[config.mk]
export PLATFORM = sky130hd
export DESIGN_NAME = host_page_window
export DESIGN_NICKNAME = d
export VERILOG_FILES = /design/src/rtl/hpw_pkg.sv /design/src/rtl/hpw_ctrl.sv /design/src/rtl/hpw_datapath.sv /design/src/rtl/host_page_window.sv
export SDC_FILE = /design/constraint.sdc
export NUM_CORES = 1
export LEC_CHECK = 0
export ABC_CLOCK_PERIOD_IN_PS = 3950
export CAP_MARGIN = 0
export CORE_MARGIN = 3
export CORE_UTILIZATION = 53
export CTS_CLUSTER_DIAMETER = 50
export CTS_CLUSTER_SIZE = 20
export DETAILED_ROUTE_END_ITERATION = 16
export PLACE_DENSITY = 0.74
export SLEW_MARGIN = 20
export SYNTH_ARGS = -nofsm -noshare
export SYNTH_HDL_FRONTEND = slang
export SYNTH_HIERARCHICAL = 1
export SYNTH_SLANG_ARGS = --single-unit
[constraint.sdc]
create_clock -name clk -period 3.95 [get_ports clk]
set_clock_uncertainty 0.1 [all_clocks]
set_input_delay 0.5925 -clock clk [delete_from_list [all_inputs] [get_ports clk]]
set_output_delay 0.5925 -clock clk [all_outputs]
set_load 0.01 [all_outputs]
[src/rtl/hpw_pkg.sv]
package hpw_pkg;
  localparam int NPAGE   = 4;
  localparam int PAGE_W  = $clog2(NPAGE);
  localparam int FIELD_W = 3;

  typedef enum logic [1:0] {W8 = 2'd0, W16 = 2'd1, W32 = 2'd2} widthE;

  typedef enum logic [FIELD_W-1:0] {
    F_RLO = 3'd0, F_RHI = 3'd1, F_OLO = 3'd2, F_OHI = 3'd3, F_CTL = 3'd4
  } fieldE;

  typedef struct packed {
    logic              cfgWr;
    logic [PAGE_W-1:0] cfgPage;
    fieldE             field;
    logic [15:0]       data;
    logic              xlate;
    widthE             hostW;
  } strobeT;
endpackage

[src/rtl/hpw_ctrl.sv]
module hpw_ctrl
  import hpw_pkg::*;
#(
  parameter int HOST_AW = 21
) (
  input  logic               clk,
  input  logic               rstN,
  input  logic               cfgCs,
  input  logic               memCs,
  input  logic               wrEn,
  input  logic [HOST_AW-1:0] hostAddr,
  input  logic [1:0]         byteEnN,
  input  logic               hostDword,
  input  logic [15:0]        wrData,
  output strobeT             st
);
  logic fieldOk;
  logic fullWord;

  assign fieldOk  = hostAddr[3:1] <= 3'd4;
  assign fullWord = byteEnN == 2'b00;

  always_comb begin
    st         = '0;
    st.cfgPage = hostAddr[4+PAGE_W-1:4];
    st.field   = fieldE'(hostAddr[3:1]);
    st.data    = wrData;
    st.cfgWr   = cfgCs && wrEn && fullWord && fieldOk;
    st.xlate   = memCs && !cfgCs && (byteEnN != 2'b11);
    if (!fullWord)      st.hostW = W8;
    else if (hostDword) st.hostW = W32;
    else                st.hostW = W16;
  end


  cfg_blocks_xlate_chk: assert property (@(posedge clk) disable iff (!rstN)
    cfgCs |-> !st.xlate);

  byte_write_dropped_chk: assert property (@(posedge clk) disable iff (!rstN)
    (byteEnN != 2'b00) |-> !st.cfgWr);
endmodule

[src/rtl/hpw_datapath.sv]
module hpw_datapath
  import hpw_pkg::*;
#(
  parameter int HOST_AW    = 21,
  parameter int BUS_AW     = 32,
  parameter int MIN_SZ_LOG = 8,
  parameter int MAX_SZ_LOG = 21
) (
  input  logic               clk,
  input  logic               rstN,
  input  strobeT             st,
  input  logic [PAGE_W-1:0]  hostSeg,
  input  logic [HOST_AW-1:0] hostAddr,
  output logic [BUS_AW-1:0]  busAddr,
  output logic               busValid,
  output logic               accessErr
);
  localparam logic [BUS_AW-1:0] KEEP_MASK =
    BUS_AW'(((64'd1 << (MAX_SZ_LOG + 1)) - 64'd1) & ~((64'd1 << MIN_SZ_LOG) - 64'd1));
  localparam logic [BUS_AW-1:0] RESET_SIZE = BUS_AW'(64'd1 << MIN_SZ_LOG);

  logic [BUS_AW-1:0] rangeR [NPAGE];
  logic [BUS_AW-1:0] offsR  [NPAGE];
  logic [1:0]        ctrlR  [NPAGE];

  logic [BUS_AW-1:0] selRange, selOffs, winMask, xAddr;
  widthE             need;
  logic              allowed;

  always_ff @(posedge clk) begin
    if (!rstN) begin
      for (int p = 0; p < NPAGE; p++) begin
        rangeR[p] <= RESET_SIZE;
        offsR[p]  <= '0;
        ctrlR[p]  <= 2'b00;
      end
    end else if (st.cfgWr) begin
      case (st.field)
        F_RLO: rangeR[st.cfgPage][15:0]  <= st.data & KEEP_MASK[15:0];
        F_RHI: rangeR[st.cfgPage][31:16] <= st.data & KEEP_MASK[31:16];
        F_OLO: offsR[st.cfgPage][15:0]   <= st.data;
        F_OHI: offsR[st.cfgPage][31:16]  <= st.data;
        F_CTL: ctrlR[st.cfgPage]         <= st.data[1:0];
        default: ;
      endcase
    end
  end

  assign selRange = rangeR[hostSeg];
  assign selOffs  = offsR[hostSeg];
  assign winMask  = selRange - 1'b1;
  assign xAddr    = (BUS_AW'(hostAddr) & winMask) + selOffs;
  assign need     = (ctrlR[hostSeg] == 2'b00) ? W8 :
                    (ctrlR[hostSeg] == 2'b01) ? W16 : W32;
  assign allowed  = st.hostW >= need;

  always_ff @(posedge clk) begin
    if (!rstN) begin
      busAddr   <= '0;
      busValid  <= 1'b0;
      accessErr <= 1'b0;
    end else begin
      busValid  <= st.xlate && allowed;
      accessErr <= st.xlate && !allowed;
      if (st.xlate && allowed) busAddr <= xAddr;
    end
  end


  valid_err_excl_chk: assert property (@(posedge clk) disable iff (!rstN)
    !(busValid && accessErr));

  addr_hold_chk: assert property (@(posedge clk) disable iff (!rstN)
    !busValid |-> $stable(busAddr));

  valid_source_chk: assert property (@(posedge clk) disable iff (!rstN)
    busValid |-> $past(st.xlate));

  for (genvar g = 0; g < NPAGE; g++) begin : g_pageChk

    offs_untouched_chk: assert property (@(posedge clk) disable iff (!rstN)
      !(st.cfgWr && st.cfgPage == PAGE_W'(g)) |=> $stable(offsR[g]));

    range_untouched_chk: assert property (@(posedge clk) disable iff (!rstN)
      !(st.cfgWr && st.cfgPage == PAGE_W'(g)) |=> $stable(rangeR[g]));
  end
endmodule

[src/rtl/host_page_window.sv]
module host_page_window
  import hpw_pkg::*;
#(
  parameter int HOST_AW    = 21,
  parameter int BUS_AW     = 32,
  parameter int MIN_SZ_LOG = 8,
  parameter int MAX_SZ_LOG = 21
) (
  input  logic               clk,
  input  logic               rstN,
  input  logic               cfgCs,
  input  logic               memCs,
  input  logic               wrEn,
  input  logic [1:0]         hostSeg,
  input  logic [HOST_AW-1:0] hostAddr,
  input  logic [1:0]         byteEnN,
  input  logic               hostDword,
  input  logic [15:0]        wrData,
  output logic [BUS_AW-1:0]  busAddr,
  output logic               busValid,
  output logic               accessErr
);
  strobeT st;

  hpw_ctrl #(.HOST_AW(HOST_AW)) u_ctrl (
    .clk(clk), .rstN(rstN), .cfgCs(cfgCs), .memCs(memCs), .wrEn(wrEn),
    .hostAddr(hostAddr), .byteEnN(byteEnN), .hostDword(hostDword),
    .wrData(wrData), .st(st)
  );

  hpw_datapath #(
    .HOST_AW(HOST_AW), .BUS_AW(BUS_AW),
    .MIN_SZ_LOG(MIN_SZ_LOG), .MAX_SZ_LOG(MAX_SZ_LOG)
  ) u_dp (
    .clk(clk), .rstN(rstN), .st(st), .hostSeg(hostSeg), .hostAddr(hostAddr),
    .busAddr(busAddr), .busValid(busValid), .accessErr(accessErr)
  );
endmodule

==> impl_metrics.toml, run 1 <==
[critical_path]
critPathLaunchType = "input pin"
end_kind = "flip-flop"
critPathMaxFanout = 7
worst_ep_required_time_ns = 4.25
worstSetupPathType = "in -> reg"
crit_arrival_ns = 4.08

[yosys]
synth.distinct_cells = 67
async_reset_ff_share_pct = 0
synth-seq-cells = 222
synth_fa_ha_area_share_pct = 2.90
synth-compound-area-share_pct = 6.49
yosysMostFrequentCell = "edfxtp_1"
synth_xor_area_share_pct = 2.38
synth_top_family_by_area = "simple AND/OR/NAND/NOR gates"
postSynthCellCount = 924
synth_simple_gate_area_share_pct = 16.5
synth_commonest_cells = "edfxtp_1, nor2_1, nand2_1"
synth-main-ff-cell = "edfxtp_1"
yosysWarnings = 6
synth_fp_nets = 996
synth_area_sq_mm = 0.0110
synthMuxAreaShare_pct = 9.91
synth_edf_count = 188
ys_seq_area_share_pct = 57.3
synth_top_area_share_pct = 51.1
synth_area_leaders = "edfxtp_1, mux4_2, dfxtp_1, nor2_1, nand2_1"
yosysTopAreaCell = "edfxtp_1"
syn_avg_cell_area_sq_um = 12.0

[clock_network]
insertion_delay_ns = 0.52
htreeDepth = 1
cts_buffers = 21
postCtsHoldBufs = 0
cts_tree = "done"
root_buffer = "clkbuf_16"
cts_buffer_depth = 3
numClockSinks = 222
clk_pin_slew_ns = 0.07

[die]
dieHeight_microns = 150
die_area_sq_mm = 0.0226
start_util_pct = 54.2
fp.coreArea_sq_mm = 0.0204
rows = 52
die_w_microns = 150
num_io_pins = 81

[route]
route.detailed.drc = 0
drtIter0Drc = 650
firstDrtPassIters = 5
routedWlPerCell_microns = 20.4
viasPerCell = 5.79
num_vias = 7898
ant_nets = 0
wirelength_microns = 27800

[sta]
tightest_slew_ns = 0.647
setup_violations = 0
slew_violations = 0
finalCritPeriodShare_pct = 95.7
max_freq_ghz = 0.265
slew_headroom_pct = 56.8
period_minus_slack_ns = 3.78
hold-worst-slack_ns = 0.349
setup_ws_ns = 0.170
final_hold_viol_count = 0

[finish]
diodes = 0
ff_latch_area_sq_mm = 0.00633
finalNetCount = 1152
multi_input_area_sq_mm = 0.00426
area_growth_pct = 22.1
layout-drive-gt1-share_pct = 20.0
n_fill_cell = 1533

[global_route]
grt_first_pass_wirelength_microns = 43100
grt_pass1_vias = 7808
overflow = 0
track_usage_pct = 25.0
antenna_found_initial = 1
grt_max_degree = 33

[placed_design]
place_hpwl_microns = 20000
io_buffers = 80
dp_worst_setup_slack_ns = -0.434
gp_congestion = 0.897

[pwr]
peakVddDrop_v = 0.000364
powerDensity_mw_per_mm2 = 421
power_leakage_nw = 5.11
power_mw = 5.68

[min_path]
hold_path.class = "reg -> reg"

[status]
status = "completed"

[job]
max_cap_viol_count = 0
path summary, 6_finish.rpt:
| kind | start | end | slack, ns | cells after the start |
|---|---|---|---|---|
| hold / removal | u_dp/busAddr[31] | u_dp/busAddr[31] | 0.35 | 2 |
| hold reg to reg | u_dp/busAddr[31] | u_dp/busAddr[31] | 0.35 | 2 |
| setup reg to reg | u_dp/rangeR[2][6] | u_dp/busAddr[29] | 0.18 | 16 |
| setup / recovery | hostSeg[0] | u_dp/busAddr[20] | 0.17 | 16 |
routing by layer:
metal,track usage (%),part of all wire (%)
met5,0,0.047
met4,6.08,2.1
met3,5.45,9.5
met2,40.8,48
met1,34.5,41
report_power, final:
group          switching [mW]  internal, mW  leakage (nW)
logic                   0.495         0.477          2.71
clock network           0.977          1.04         0.340
registers              0.0398          2.65          2.06
total                    1.51          4.17          5.11
stage by stage:
| stage | util (%) | setup TNS [ns] | instances | instance area, sq um |
|---|---|---|---|---|
| 2_1_floorplan | - | 0 | 924 | 11100 |
| 3_5_place_dp | 62.7 | -5.46 | 1326 | 12800 |
| 3_3_place_gp | 62.7 | -4.58 | 1326 | 12800 |
| 4_1_cts | 66.1 | 0 | 1364 | 13500 |
| 6_report | 66.3 | 0 | 1365 | 13500 |
| 5_1_grt | 66.3 | -0.0969 | 1365 | 13500 |
worst max-delay path, cell delays in order:
cell	delay, ns
clkbuf_4	0.19
buf_4	0.14
mux4_2	0.51
or3_4	0.43
nor3_4	0.17
nand2_2	0.09
nor2_1	0.11
xor2_1	0.14
and2_1	0.18
ha_1	0.30
a21o_1	0.21
a21o_1	0.20
a2111oi_1	0.43
a21oi_1	0.14
xnor2_1	0.16
o21ai_0	0.08
logic make-up after synthesis:
group / count (synthesis)
simple gates: 376
buf+inv: 105
xor+xnor: 30
flops: 222
fa+ha+maj: 25
compound gates: 116
mux: 50
cell type report:
cell class	instances	share of cell area, %
Multi-Input combinational cell	597	31.5
Tap cell	270	2.50
Inverter	42	1.17
Clock inverter	17	1.30
Clock buffer	21	3.89
Timing Repair Buffer	196	12.7
Sequential cell	222	46.9
cell usage in the layout (no fill, tap or decap), drive strengths merged, types with 22 or more instances in the layout:
cell type,instances
and2,58
o21ai,33
ha,24
nor2,112
inv,50
a21oi,33
clkbuf,22
buf,117
dfxtp,34
mux4,47
clkdlybuf4s50,78
edfxtp,188
nand2,107
what timing repair did:
item / 4_1_cts / 5_1_grt
gates resized for setup: 0 / 4
setup buffers: 0 / 1
endpoints found under the setup margin: 0 / 14
hold endpoints to repair: 0 / 0
flip-flops by register name, indices dropped and copies added, names as in the netlist:
signal / flops
u_dp/accessErr: 1
u_dp/busAddr: 32
u_dp/busValid: 1
u_dp/ctrlR: 8
u_dp/offsR: 128
u_dp/rangeR: 52
Note: power is estimated with default switching activity, not from simulation.
==> run 2, diff against run 1 <==
--- a/config.mk
+++ b/config.mk
@@ -13,6 +13,7 @@
 export CTS_CLUSTER_SIZE = 20
 export DETAILED_ROUTE_END_ITERATION = 16
 export PLACE_DENSITY = 0.74
+export REMOVE_ABC_BUFFERS = 1
 export SLEW_MARGIN = 20
 export SYNTH_ARGS = -nofsm -noshare
 export SYNTH_HDL_FRONTEND = slang
==> run 2 against run 1 <==
Worst setup slack better by 0.024 ns. Fmax rose by 0.63%. Non-clock buffer count rose by 2. Sequential share of layout area down 0.33 points. First-iteration DRC count decreased by 9.2%. Register-to-register slack hardly changed. Combinational power is 1% lower. Sequential power barely moved. Clock power grew 11%. Cell count is 0.29% higher. Flip-flop and latch count unchanged. Total power grew 3.8%. Critical path type is now reg -> reg.
==> impl_metrics.toml, run 2 (same netlist as run 1, synthesis figures left out) <==
[sta]
finalCritPeriodShare_pct = 95.1
slew_violations = 0
period_minus_slack_ns = 3.76
max_freq_ghz = 0.266
setup_ws_ns = 0.194
final_hold_viol_count = 0
tightest_slew_ns = 0.740
setup_violations = 0
slew_headroom_pct = 50.1
hold-worst-slack_ns = 0.349

[die]
die_area_sq_mm = 0.0226
fp.coreArea_sq_mm = 0.0204
num_io_pins = 81
start_util_pct = 54.2
dieHeight_microns = 150
rows = 52
die_w_microns = 150

[min_path]
hold_path.class = "reg -> reg"
min_from = "u_dp/busAddr[31]"
hold_depth = 2
min_to = "u_dp/busAddr[31]"

[route]
num_vias = 7788
viasPerCell = 5.69
route.detailed.drc = 0
ant_nets = 0
wirelength_microns = 27600
routedWlPerCell_microns = 20.2
drtIter0Drc = 590
firstDrtPassIters = 5

[global_route]
grt_max_degree = 33
track_usage_pct = 24.7
antenna_found_initial = 1
overflow = 0
grt_first_pass_wirelength_microns = 42600
grt_pass1_vias = 7817

[critical_path]
critPathTopFamily = "simple AND/OR/NAND/NOR gates"
worst_ep_required_time_ns = 4.25
cp_slowest_cell = "mux4_2"
end_kind = "flip-flop"
reg2reg_slack_ns = 0.19
critPathLaunchType = "flip-flop"
path_buf_inv = 0
crit_arrival_ns = 4.05
r2r_start = "u_dp/rangeR[2][6]"
critical_path.max_stage_delay_ns = 0.49
worstSetupPathType = "reg -> reg"
worstRegToRegCells = 15
r2r-end = "u_dp/busAddr[24]"
path_cells = "mux4_2 > or2_4 > nor2_2 > nand3_2 > or3_1 > xnor2_1 > and2_1 > ha_4 > and4_1 > nand2_1 > or2_2 > a21o_1 > o31ai_1 > nor4b_1 > a211o_1"
critPathMaxFanout = 4

[clock_network]
postCtsHoldBufs = 0
cts_tree = "done"
cts_buffer_depth = 3
htreeDepth = 1
numClockSinks = 222
insertion_delay_ns = 0.51
root_buffer = "clkbuf_16"
cts_buffers = 22
clk_pin_slew_ns = 0.07

[placed_design]
gp_congestion = 0.875
place_hpwl_microns = 19800
dp.cells = 1327
dp_worst_setup_slack_ns = -0.325
io_buffers = 80

[finish]
n_fill_cell = 1513
instances_no_fill = 1369
largest_reg_flops = 128
finalNetCount = 1155
multi_input_area_sq_mm = 0.00426
most-common-layout-cells = "edfxtp_1, buf_4, nor2_1"
largest_registers = "u_dp/offsR (128), u_dp/rangeR (52), u_dp/busAddr (32)"
layout_commonest_cell = "edfxtp_1"
largest-register = "u_dp/offsR"
layout-drive-gt1-share_pct = 20.5
final_core_util_pct = 66.7
ff_latch_area_sq_mm = 0.00633
area_growth_pct = 23.0
diodes = 0

[pwr]
powerDensity_mw_per_mm2 = 434
power_leakage_nw = 5.16
peakVddDrop_v = 0.000261

[status]
status = "completed"

[job]
max_cap_viol_count = 0
[run 2: cell count changes in the layout (fill, tap and decap cells not counted), sizes merged]
cell	previous run	this run
clkbuf	22	24
inv	50	49
bufinv	0	2
buf	117	120
clkinv	8	6
[run 2: repair_timing]
item	CTS	global route
setup buffers	0	2
gates resized for setup	0	6
endpoints found under the setup margin	0	10
hold endpoints to repair	0	0
[run 2: worst max-delay path by stage]
| stage | depth (start not counted) | startpoint | end | slack (ns) |
|---|---|---|---|---|
| CTS | 15 | u_dp/rangeR[2][6] | u_dp/busAddr[29] | 0.09 |
| finish | 15 | u_dp/rangeR[2][6] | u_dp/busAddr[24] | 0.19 |
| floorplan | 15 | hostSeg[0] | u_dp/busAddr[24] | 0.08 |
| global placement | 18 | hostSeg[0] | u_dp/busAddr[19] | -0.25 |
| global route | 18 | hostSeg[0] | u_dp/busAddr[19] | -0.005 |
| detailed placement | 16 | hostSeg[0] | u_dp/busAddr[29] | -0.33 |
[run 2: layer usage]
metal | GRT usage (%) | routed length, microns | vias to the layer above
met5 | 0 | 0 | -
met4 | 6.45 | 544 | 0
met3 | 4.91 | 2520 | 47
met2 | 40.9 | 13400 | 358
met1 | 33.7 | 11100 | 3750
li1 | - | - | 3633
[run 2: power breakdown]
part | internal [mW] | total, mW | switching [mW]
clock | 1.26 | 2.24 | 0.983
sequential | 2.65 | 2.69 | 0.0403
combinational | 0.474 | 0.961 | 0.487
[run 2: worst register-to-register path: stages, from the launching register on]
cell and delay, ns:
edfxtp_1 0.39, mux4_2 0.49, or2_4 0.28, nor2_2 0.14, nand3_2 0.09, or3_1 0.39, xnor2_1 0.13, and2_1 0.19
ha_4 0.30, and4_1 0.23, nand2_1 0.07, or2_2 0.28, a21o_1 0.16, o31ai_1 0.08, nor4b_1 0.09, a211o_1 0.22
[run 2: per-stage QoR]
step	TNS, ns	instance area, sq um	total power, mW
2_1_floorplan	0	10700	3.20
3_3_place_gp	-3.09	12700	3.66
3_5_place_dp	-4.21	12700	3.68
4_1_cts	0	13500	5.91
5_1_grt	-0.00472	13600	6.11
6_report	0	13600	5.89
[run 2: final cells by class]
class / count / share of cell area (%)
Timing Repair Buffer: 198 / 12.5
Sequential cell: 222 / 46.6
Inverter: 42 / 1.16
Clock buffer: 24 / 4.26
Tap cell: 270 / 2.49
Clock inverter: 16 / 1.65
Multi-Input combinational cell: 597 / 31.3
==> run 3, diff against run 2 <==
--- a/config.mk
+++ b/config.mk
@@ -9,9 +9,11 @@
 export CAP_MARGIN = 0
 export CORE_MARGIN = 3
 export CORE_UTILIZATION = 53
+export CTS_BUF_LIST = sky130_fd_sc_hd__clkbuf_16
 export CTS_CLUSTER_DIAMETER = 50
 export CTS_CLUSTER_SIZE = 20
 export DETAILED_ROUTE_END_ITERATION = 16
+export GPL_TIMING_DRIVEN = 0
 export PLACE_DENSITY = 0.74
 export REMOVE_ABC_BUFFERS = 1
 export SLEW_MARGIN = 20
==> run 3 against run 2 <==
Clock power grew 3%. Routed wire length decreased by 3.7%. Via count down 4.0%. Fmax shrank 2.7%. Global-route usage down 1.0 points. Count of clock-buffer cells in the layout is 1 lower. First-iteration DRC count increased by 4.7%. Sequential power about the same. Critical endpoint is now u_dp/busAddr[20].
==> impl_metrics.toml, run 3 (same netlist as run 1, synthesis figures left out) <==
[status]
status = "completed"

[finish]
finalNetCount = 1056
layout-drive-gt1-share_pct = 15.9
area_growth_pct = 18.5
largest-register = "u_dp/offsR"
n_fill_cell = 1590
diodes = 0
final_core_util_pct = 64.3
layout_commonest_cell = "edfxtp_1"
most-common-layout-cells = "edfxtp_1, nor2_1, nand2_1"
largest_reg_flops = 128
largest_registers = "u_dp/offsR (128), u_dp/rangeR (52), u_dp/busAddr (32)"

[sta]
rsz0062_at_grt = "yes"
period_minus_slack_ns = 3.86
setup_ws_ns = 0.0910
setup_violations = 0
slew_violations = 0
tightest_slew_ns = 0.874
final_hold_viol_count = 0
max_freq_ghz = 0.259
finalCritPeriodShare_pct = 97.7
slew_headroom_pct = 41.1
tns_ns = 0

[critical_path]
worst_ep_required_time_ns = 4.22
worstSetupPathType = "reg -> reg"
worstRegToRegCells = 14
critPathLaunchType = "flip-flop"
r2r_start = "u_dp/rangeR[2][2]"
end_kind = "flip-flop"
crit_arrival_ns = 4.12
critPathMaxFanout = 6
reg2reg_slack_ns = 0.09
r2r-end = "u_dp/busAddr[20]"

[route]
route.detailed.drc = 0
firstDrtPassIters = 5
viasPerCell = 5.89
routedWlPerCell_microns = 20.9
num_vias = 7480
drtIter0Drc = 618
wirelength_microns = 26600
ant_nets = 0

[clock_network]
cts_buffers = 23
root_buffer = "clkbuf_16"
numClockSinks = 222
cts_buffer_depth = 3
clk_pin_slew_ns = 0.07
htreeDepth = 1
cts_tree = "done"
insertion_delay_ns = 0.52

[pwr]
p_seq_share_pct = 46.2
peakVddDrop_v = 0.000293
powerDensity_mw_per_mm2 = 445
p_sw_share_pct = 25.6
clkPwrFrac_pct = 39.5
power.share.combinational_pct = 14.3
power_mw = 5.82
power_switching_mw = 1.49
power_leakage_nw = 4.73
internal_power_mw = 4.33

[min_path]
min_to = "u_dp/busAddr[25]"
hold_depth = 2
min_from = "u_dp/busAddr[25]"
hold_path.class = "reg -> reg"

[global_route]
grt_first_pass_wirelength_microns = 40500
antenna_found_initial = 0
overflow = 0
track_usage_pct = 23.6
grt_pass1_vias = 7363
grt_max_degree = 48

[die]
die_w_microns = 150
dieHeight_microns = 150
rows = 52
fp.coreArea_sq_mm = 0.0204
die_area_sq_mm = 0.0226
start_util_pct = 54.2
num_io_pins = 81

[placed_design]
place_hpwl_microns = 17900
dp_worst_setup_slack_ns = -1.11
gp_congestion = 0.937
io_buffers = 80

[job]
max_cap_viol_count = 0
-- run 3: timing repair --
action / in CTS / in global routing
hold buffers: 0 / 0
resized for setup: 24 / 32
gates cloned: 0 / 1
pin swaps: 3 / 16
setup endpoints to repair: 118 / 77
setup buffers: 1 / 9
-- run 3: final cells by class --
cell class	count	area, sq um	area share, %
timing repair buffer	98	1010	7.69
multi-input combinational	597	4450	34.0
clock inverter	19	236	1.81
tap	270	338	2.58
clock buffer	23	576	4.40
sequential	222	6330	48.3
inverter	42	158	1.20
-- run 3: metal layers --
metal / share of wire, % / global-route usage [%] / vias to the layer above
li1: - / - / 3451
met1: 40 / 32.5 / 3625
met2: 48 / 38.6 / 357
met3: 9.7 / 5.06 / 47
met4: 2.4 / 6.31 / 0
met5: 0 / 0 / -
-- run 3: worst max-delay path by stage --
stage                           start          endpoint  slack (ns)  cells past startpoint
finish              u_dp/rangeR[2][2]  u_dp/busAddr[20]        0.09                     14
CTS                        hostSeg[0]  u_dp/busAddr[24]        0.01                     14
detailed placement         hostSeg[0]  u_dp/busAddr[22]       -1.11                     11
global placement           hostSeg[0]  u_dp/busAddr[25]       -3.62                     15
global route        u_dp/rangeR[2][2]  u_dp/busAddr[22]       -0.03                     12
floorplan                  hostSeg[0]  u_dp/busAddr[24]        0.08                     15
-- run 3: worst max-delay path: stages, from the launching register on --
cell       delay [ns]
edfxtp_1         0.38
mux4_2           0.48
or3_4            0.44
nor3_4           0.17
nand2_2          0.09
nor2_1           0.12
xor2_1           0.28
and2_1           0.19
ha_2             0.31
a21o_1           0.19
a21o_1           0.23
a2111oi_4        0.32
a21oi_2          0.11
xnor2_1          0.19
o21ai_0          0.12
-- run 3: stage by stage --
step | std cells | hold slack (ns) | instance area [sq um]
finish | 1271 | 0.346 | 13100
CTS | 1261 | 0.352 | 12800
global placement | 1211 | 0.333 | 11800
global route | 1271 | 0.366 | 13100
detailed placement | 1218 | 0.343 | 11900
floorplan | 861 | 0.369 | 10700
-- run 3: power by group through the flow --
stage / Sequential [mW] / Combinational (mW) / Clock [mW]
2_1_floorplan: 2.74 / 0.463 / 0
3_3_place_gp: 2.74 / 0.764 / 0
3_5_place_dp: 2.74 / 0.763 / 0
4_1_cts: 2.69 / 0.781 / 2.33
5_1_grt: 2.70 / 0.901 / 2.42
6_report: 2.69 / 0.833 / 2.30
